==> src/rtl/sat_pid_pkg.sv <==
package sat_pid_pkg;

    typedef enum logic [1:0] {
        CLAMP_ZERO = 2'd0,
        CLAMP_PASS = 2'd1,
        CLAMP_FULL = 2'd2
    } clamp_sel_e;

    localparam int TERM_COUNT = 3;
    localparam int TERM_P     = 0;
    localparam int TERM_I     = 1;
    localparam int TERM_D     = 2;

    localparam logic [5:0] GAIN_P_INIT = 6'b000010;
    localparam logic [5:0] GAIN_I_INIT = 6'b011111;
    localparam logic [5:0] GAIN_D_INIT = 6'b001101;

endpackage

==> src/rtl/sat_pid_integ.sv <==
module sat_pid_integ #(
    parameter int ERR_W = 10,
    parameter int SUM_W = 12
) (
    input  logic signed [ERR_W-1:0] err_i,
    input  logic signed [SUM_W-1:0] acc_i,
    output logic signed [SUM_W-1:0] acc_o
);
    localparam int XW = SUM_W + 1;
    localparam logic signed [XW-1:0] LIM_HI = XW'((2 ** (SUM_W - 1)) - 1);
    localparam logic signed [XW-1:0] LIM_LO = -LIM_HI - XW'(1);

    logic signed [XW-1:0] wide_sum;

    always_comb begin
        wide_sum = {{(XW - ERR_W){err_i[ERR_W-1]}}, err_i}
                 + {acc_i[SUM_W-1], acc_i};
        if (wide_sum > LIM_HI) begin
            acc_o = LIM_HI[SUM_W-1:0];
        end else if (wide_sum < LIM_LO) begin
            acc_o = LIM_LO[SUM_W-1:0];
        end else begin
            acc_o = wide_sum[SUM_W-1:0];
        end
    end

endmodule

==> src/rtl/sat_pid_term.sv <==
module sat_pid_term #(
    parameter int IN_W   = 13,
    parameter int GAIN_W = 6,
    parameter int SHIFT  = 4,
    parameter int OUT_W  = 21
) (
    input  logic signed [IN_W-1:0]   val_i,
    input  logic signed [GAIN_W-1:0] gain_i,
    output logic signed [OUT_W-1:0]  term_o
);
    localparam int PW = IN_W + GAIN_W;

    logic signed [PW-1:0] prod;
    logic signed [PW-1:0] scaled;

    always_comb begin
        prod   = $signed({{GAIN_W{val_i[IN_W-1]}}, val_i})
               * $signed({{IN_W{gain_i[GAIN_W-1]}}, gain_i});
        scaled = prod >>> SHIFT;
        term_o = {{(OUT_W - PW){scaled[PW-1]}}, scaled};
    end

endmodule

==> src/rtl/sat_pid_clamp.sv <==
module sat_pid_clamp
    import sat_pid_pkg::*;
#(
    parameter int ACC_W  = 21,
    parameter int FRAC_W = 9,
    parameter int DUTY_W = 10
) (
    input  logic signed [ACC_W-1:0] sum_i,
    output logic [DUTY_W-1:0]       duty_o,
    output clamp_sel_e              sel_o
);
    localparam int PAD_W = DUTY_W - FRAC_W;

    always_comb begin
        if (sum_i[ACC_W-1]) begin
            sel_o  = CLAMP_ZERO;
            duty_o = '0;
        end else if (|sum_i[ACC_W-2:FRAC_W]) begin
            sel_o  = CLAMP_FULL;
            duty_o = '1;
        end else begin
            sel_o  = CLAMP_PASS;
            duty_o = {sum_i[FRAC_W-1:0], {PAD_W{1'b0}}};
        end
    end

endmodule

==> src/rtl/sat_pid_ctrl.sv <==
module sat_pid_ctrl
    import sat_pid_pkg::*;
#(
    parameter int ERR_W     = 10,
    parameter int SUM_W     = 12,
    parameter int GAIN_W    = 6,
    parameter int GAIN_FRAC = 3,
    parameter int P_SHIFT   = 1,
    parameter int I_SHIFT   = 6,
    parameter int D_SHIFT   = 6,
    parameter int DUTY_W    = 10
) (
    input  logic              clk,
    input  logic              rst,
    input  logic              ce,
    input  logic [ERR_W-1:0]  err_i,
    input  logic [GAIN_W-1:0] kp_i,
    input  logic [GAIN_W-1:0] ki_i,
    input  logic [GAIN_W-1:0] kd_i,
    output logic [DUTY_W-1:0] duty_o
);
    localparam int FRAC_W = ERR_W - 1;
    localparam int IN_W   = SUM_W + 1;
    localparam int ACC_W  = IN_W + GAIN_W + 2;

    typedef struct packed {
        logic signed [SUM_W-1:0] integ;
        logic signed [ERR_W-1:0] eprev;
        logic [DUTY_W-1:0]       duty;
    } state_t;

    state_t st_d, st_q;

    logic signed [SUM_W-1:0]  integ_next;
    logic signed [IN_W-1:0]   term_in  [TERM_COUNT];
    logic signed [GAIN_W-1:0] term_gain[TERM_COUNT];
    logic signed [ACC_W-1:0]  term_out [TERM_COUNT];
    logic signed [ACC_W-1:0]  acc_sum;
    logic [DUTY_W-1:0]        duty_calc;
    clamp_sel_e               clamp_sel;

    sat_pid_integ #(
        .ERR_W (ERR_W),
        .SUM_W (SUM_W)
    ) u_integ (
        .err_i (err_i),
        .acc_i (st_q.integ),
        .acc_o (integ_next)
    );

    always_comb begin
        term_in[TERM_P]   = {{(IN_W - ERR_W){err_i[ERR_W-1]}}, err_i};
        term_in[TERM_I]   = {{(IN_W - SUM_W){integ_next[SUM_W-1]}}, integ_next};
        term_in[TERM_D]   = {{(IN_W - ERR_W){err_i[ERR_W-1]}}, err_i}
                          - {{(IN_W - ERR_W){st_q.eprev[ERR_W-1]}}, st_q.eprev};
        term_gain[TERM_P] = kp_i;
        term_gain[TERM_I] = ki_i;
        term_gain[TERM_D] = kd_i;
    end

    for (genvar gi = 0; gi < TERM_COUNT; gi++) begin : g_term
        localparam int EXTRA = (gi == TERM_P) ? P_SHIFT
                             : (gi == TERM_I) ? I_SHIFT : D_SHIFT;
        sat_pid_term #(
            .IN_W   (IN_W),
            .GAIN_W (GAIN_W),
            .SHIFT  (GAIN_FRAC + EXTRA),
            .OUT_W  (ACC_W)
        ) u_term (
            .val_i  (term_in[gi]),
            .gain_i (term_gain[gi]),
            .term_o (term_out[gi])
        );
    end

    always_comb begin
        acc_sum = term_out[TERM_P] + term_out[TERM_I] + term_out[TERM_D];
    end

    sat_pid_clamp #(
        .ACC_W  (ACC_W),
        .FRAC_W (FRAC_W),
        .DUTY_W (DUTY_W)
    ) u_clamp (
        .sum_i  (acc_sum),
        .duty_o (duty_calc),
        .sel_o  (clamp_sel)
    );

    always_comb begin
        st_d = st_q;
        if (ce) begin
            st_d.integ = integ_next;
            st_d.eprev = err_i;
            st_d.duty  = duty_calc;
        end
        if (rst) begin
            st_d = '0;
        end
    end

    always_ff @(posedge clk) begin
        st_q <= st_d;
    end

    assign duty_o = st_q.duty;

    AST_HOLD_WHEN_IDLE: assert property (@(posedge clk) disable iff (rst)
        !ce |=> ($stable(st_q.integ) && $stable(st_q.eprev) && $stable(duty_o)));

    AST_NO_WRAP_POS: assert property (@(posedge clk) disable iff (rst)
        (ce && !err_i[ERR_W-1] && !st_q.integ[SUM_W-1]) |=> !st_q.integ[SUM_W-1]);

    AST_NO_WRAP_NEG: assert property (@(posedge clk) disable iff (rst)
        (ce && err_i[ERR_W-1] && st_q.integ[SUM_W-1]) |=> st_q.integ[SUM_W-1]);

    AST_NEG_TO_ZERO: assert property (@(posedge clk) disable iff (rst)
        (ce && clamp_sel == CLAMP_ZERO) |=> (duty_o == '0));

    AST_OVER_TO_FULL: assert property (@(posedge clk) disable iff (rst)
        (ce && clamp_sel == CLAMP_FULL) |=> (&duty_o));

    AST_LSB_ONLY_FULL: assert property (@(posedge clk) disable iff (rst)
        duty_o[0] |-> (&duty_o));

endmodule

==> config.mk <==
export PLATFORM = sky130hd
export DESIGN_NAME = sat_pid_ctrl
export DESIGN_NICKNAME = d
export VERILOG_FILES = /design/src/rtl/sat_pid_pkg.sv /design/src/rtl/sat_pid_integ.sv /design/src/rtl/sat_pid_term.sv /design/src/rtl/sat_pid_clamp.sv /design/src/rtl/sat_pid_ctrl.sv
export SDC_FILE = /design/constraint.sdc
export NUM_CORES = 1
export LEC_CHECK = 0
export ABC_AREA = 1
export ABC_CLOCK_PERIOD_IN_PS = 7890
export BUFFER_PORTS_ARGS = -buffer_cell sky130_fd_sc_hd__buf_2
export CORE_ASPECT_RATIO = 1.25
export CORE_MARGIN = 2
export CORE_UTILIZATION = 45
export DETAILED_ROUTE_END_ITERATION = 6
export HOLD_SLACK_MARGIN = 0.06
export SLEW_MARGIN = 5
export SYNTH_ARGS = -nofsm -noshare
export SYNTH_HDL_FRONTEND = slang
export SYNTH_SLANG_ARGS = --single-unit
==> constraint.sdc <==
create_clock -name clk -period 7.89 [get_ports clk]
set_input_delay 0.789 -clock clk [delete_from_list [all_inputs] [get_ports clk]]
set_output_delay 0.789 -clock clk [all_outputs]
set_load 0.1 [all_outputs]
==> results.py <==
metrics = {
    "cts": {
        "ctsLongestPathBuffers": 2,
        "cts_buffers": 5,
        "clk_pin_slew_worst_paths_ns": 0.06,
        "holdBufCountCts": 0,
        "insertion_delay_ns": 0.30,
        "clockRootBuffer": "clkbuf_16",
        "cts_tree": "done",
        "cts.sinks": 32,
        "h-tree-depth": 2,
    },
    "logic_synthesis": {
        "yosysSeqAreaShare_pct": 6.74,
        "synth_cell_type_count": 38,
        "async_flop_share_pct": 0,
        "synthesis.nets": 1560,
        "syn_avg_cell_area_um2": 7.54,
        "synthTopCellsByCount": "nand2_1, inv_1, fa_1",
        "yosysTopAreaCell": "fa_1",
        "synth_area_um2": 9510,
        "synth.top_cell.area_share_pct": 30.9,
        "synthMostInstantiatedCell": "nand2_1",
        "synth_edf_count": 0,
        "synth_seq_cells": 32,
        "syn_inst": 1262,
        "synth-warning-count": 0,
        "yosys-top-cells-area": "fa_1, ha_1, nand2_1",
        "ys.flop_type": "dfxtp_1",
    },
    "worst_hold_path": {
        "holdCritPathClass": "register to register",
        "min_from": "duty_o[0]",
        "min_to": "duty_o[0]",
        "hold_path_depth": 2,
    },
    "floorplanning": {
        "io_pins": 41,
        "core_area_um2": 20800,
        "rows": 59,
        "die_x_um": 134,
        "die_area_um2": 22300,
        "fp.dieH_um": 167,
        "initial_core_util_pct": 45.7,
    },
    "critical_path": {
        "timing.rr.end": "duty_o[6]",
        "required_ns": 8.03,
        "max_stage_delay_ns": 0.55,
        "worstPathMaxFanout": 4,
        "critPathArrivalTime_ns": 7.77,
        "r2r_cells": 40,
        "start_kind": "input pin",
        "critPathKind": "input pin to register",
        "r2r-start": "st_q[20]",
        "critPathMostFrequentCell": "nand2_1",
        "crit_slowest_cell": "fa_2",
        "r2r_slack_ns": 0.51,
        "end_kind": "register",
    },
    "route": {
        "via_per_inst": 4.91,
        "wl_met2_um": 13900,
        "first_iter_violations": 340,
        "drt-met1-wl_um": 9940,
        "routed_wl_um": 25100,
        "vias": 8465,
        "wl_met3_um": 487,
        "drt_first_pass_iters": 7,
        "post_drt_wl_per_cell_um": 14.5,
        "drc": 0,
        "ant_nets": 0,
        "top_layer_used": "met4",
    },
    "timing": {
        "worst_pin_slew_ns": 0.814,
        "fin_worst_skew_ns": 0.0104,
        "relSlewSlack_pct": 45.7,
        "rsz0062_at_grt": "yes",
        "period_needed_ns": 7.63,
        "slew_viol_final": 0,
        "tns_ns": 0,
        "hold_viol_final": 0,
        "fin_crit_sh_pct": 96.7,
        "max_freq_mhz": 131,
        "finalSetupViolations": 0,
    },
    "cells_and_area": {
        "regArea_um2": 641,
        "final_net_count": 1748,
        "multiInputGateArea_um2": 8790,
        "drive_gt1_share_pct": 30.7,
        "area_delta_synth_final_pct": 31.0,
        "antenna_cells": 0,
        "n_fill_cell": 1897,
        "final_area_um2": 12500,
    },
    "status": {
        "status": "completed",
    },
    "run": {
        "drv_cap": 0,
    },
    "place": {
        "postPlaceCellArea_um2": 11100,
        "hpwl_um": 20400,
        "portBuffers": 40,
        "gp_congestion": 0.894,
    },
    "grt": {
        "grt_use_total_pct": 22.8,
        "grt_pass1_vias": 8968,
        "grt_overflow_total": 0,
        "antenna_found_initial": 0,
        "grt_start_max_net_pins": 33,
        "grt_pass1_wl_um": 41100,
    },
}
## cells in the final DEF (no fill, tap or decap), types with 6 or more instances in the layout
cell | synthesis | layout
xor2_2 | 0 | 6
nor2_2 | 2 | 10
ha_4 | 0 | 37
o21ai_2 | 0 | 6
or2_2 | 16 | 15
a211oi_1 | 11 | 10
o21ai_1 | 3 | 7
buf_4 | 10 | 171
a21oi_1 | 59 | 34
xor2_1 | 32 | 25
nand2_1 | 273 | 225
nand2_2 | 8 | 44
a21oi_2 | 2 | 24
o21ai_0 | 27 | 17
nand2_4 | 5 | 18
ha_1 | 120 | 81
nor2_1 | 135 | 124
nand3_2 | 2 | 8
inv_2 | 3 | 18
fa_2 | 0 | 6
nand3_1 | 30 | 24
nor3_1 | 8 | 7
dfxtp_1 | 32 | 32
buf_2 | 1 | 37
nand4_1 | 11 | 11
fa_1 | 147 | 141
inv_1 | 244 | 226
xnor2_1 | 27 | 26
## registers in the layout, indices dropped and copies added (netlist names)
register	count
st_q	22
duty_o	10
## worst max-delay path: cells and delay by family
family,cells,cell delay [ns]
xor+xnor,2,0.30
fa+ha+maj,9,3.23
compound gates,10,1.40
buf+inv,9,0.65
simple gates,16,1.38
## routing by layer
layer  global-route usage [%]  vias to the layer above
met2                     44.7                      101
met4                     6.45                        0
met1                     25.6                     4094
met3                     2.37                       43
li1                         -                     4227
met5                        0                        -
## worst max path at each step
stage,depth (start not counted),to,slack [ns],from
finish,46,duty_o[6],0.26,err_i[0]
floorplan,46,duty_o[2],0.005,err_i[0]
detailed placement,46,duty_o[9],-0.62,err_i[0]
CTS,44,duty_o[8],0.002,err_i[0]
global route,44,duty_o[3],-0.12,err_i[0]
global placement,43,duty_o[3],-0.53,err_i[0]
## timing repair
item / 4_1_cts / 5_1_grt
pin swaps: 17 / 98
setup buffers: 8 / 10
gates cloned: 1 / 2
resized for setup: 24 / 201
endpoints found under the setup margin: 10 / 10
## logic make-up after synthesis
logic type	Yosys count	synth area share, %
buffers and inverters	287	11.8
flip-flops	32	6.74
AND/OR/NAND/NOR	492	21.5
adder cells (fa/ha/maj)	267	46.7
AO/OA/AOI/OAI	125	7.75
XOR/XNOR	59	5.43
## cell type report
class                      instances  area share [%]
clock buffer                       5            1.00
clock inverter                     3           0.341
inverter                         251            7.76
multi-input combinational        946            70.6
sequential                        32            5.14
tap                              274            2.75
timing repair buffer             214            12.4
## through the flow
stage                     cells  setup slack, ns  hold WS, ns  utilization (%)
after floorplan            1262          0.00485        0.443                -
after global placement     1696           -0.528        0.455             53.3
after detailed placement   1696           -0.616        0.456             53.3
after CTS                  1713          0.00220        0.465             55.0
after global routing       1725           -0.120        0.494             59.9
final                      1725            0.263        0.464             59.9
Power is not shown: default switching activity piles up to over one toggle a cycle in this logic, so the estimate is an artifact.
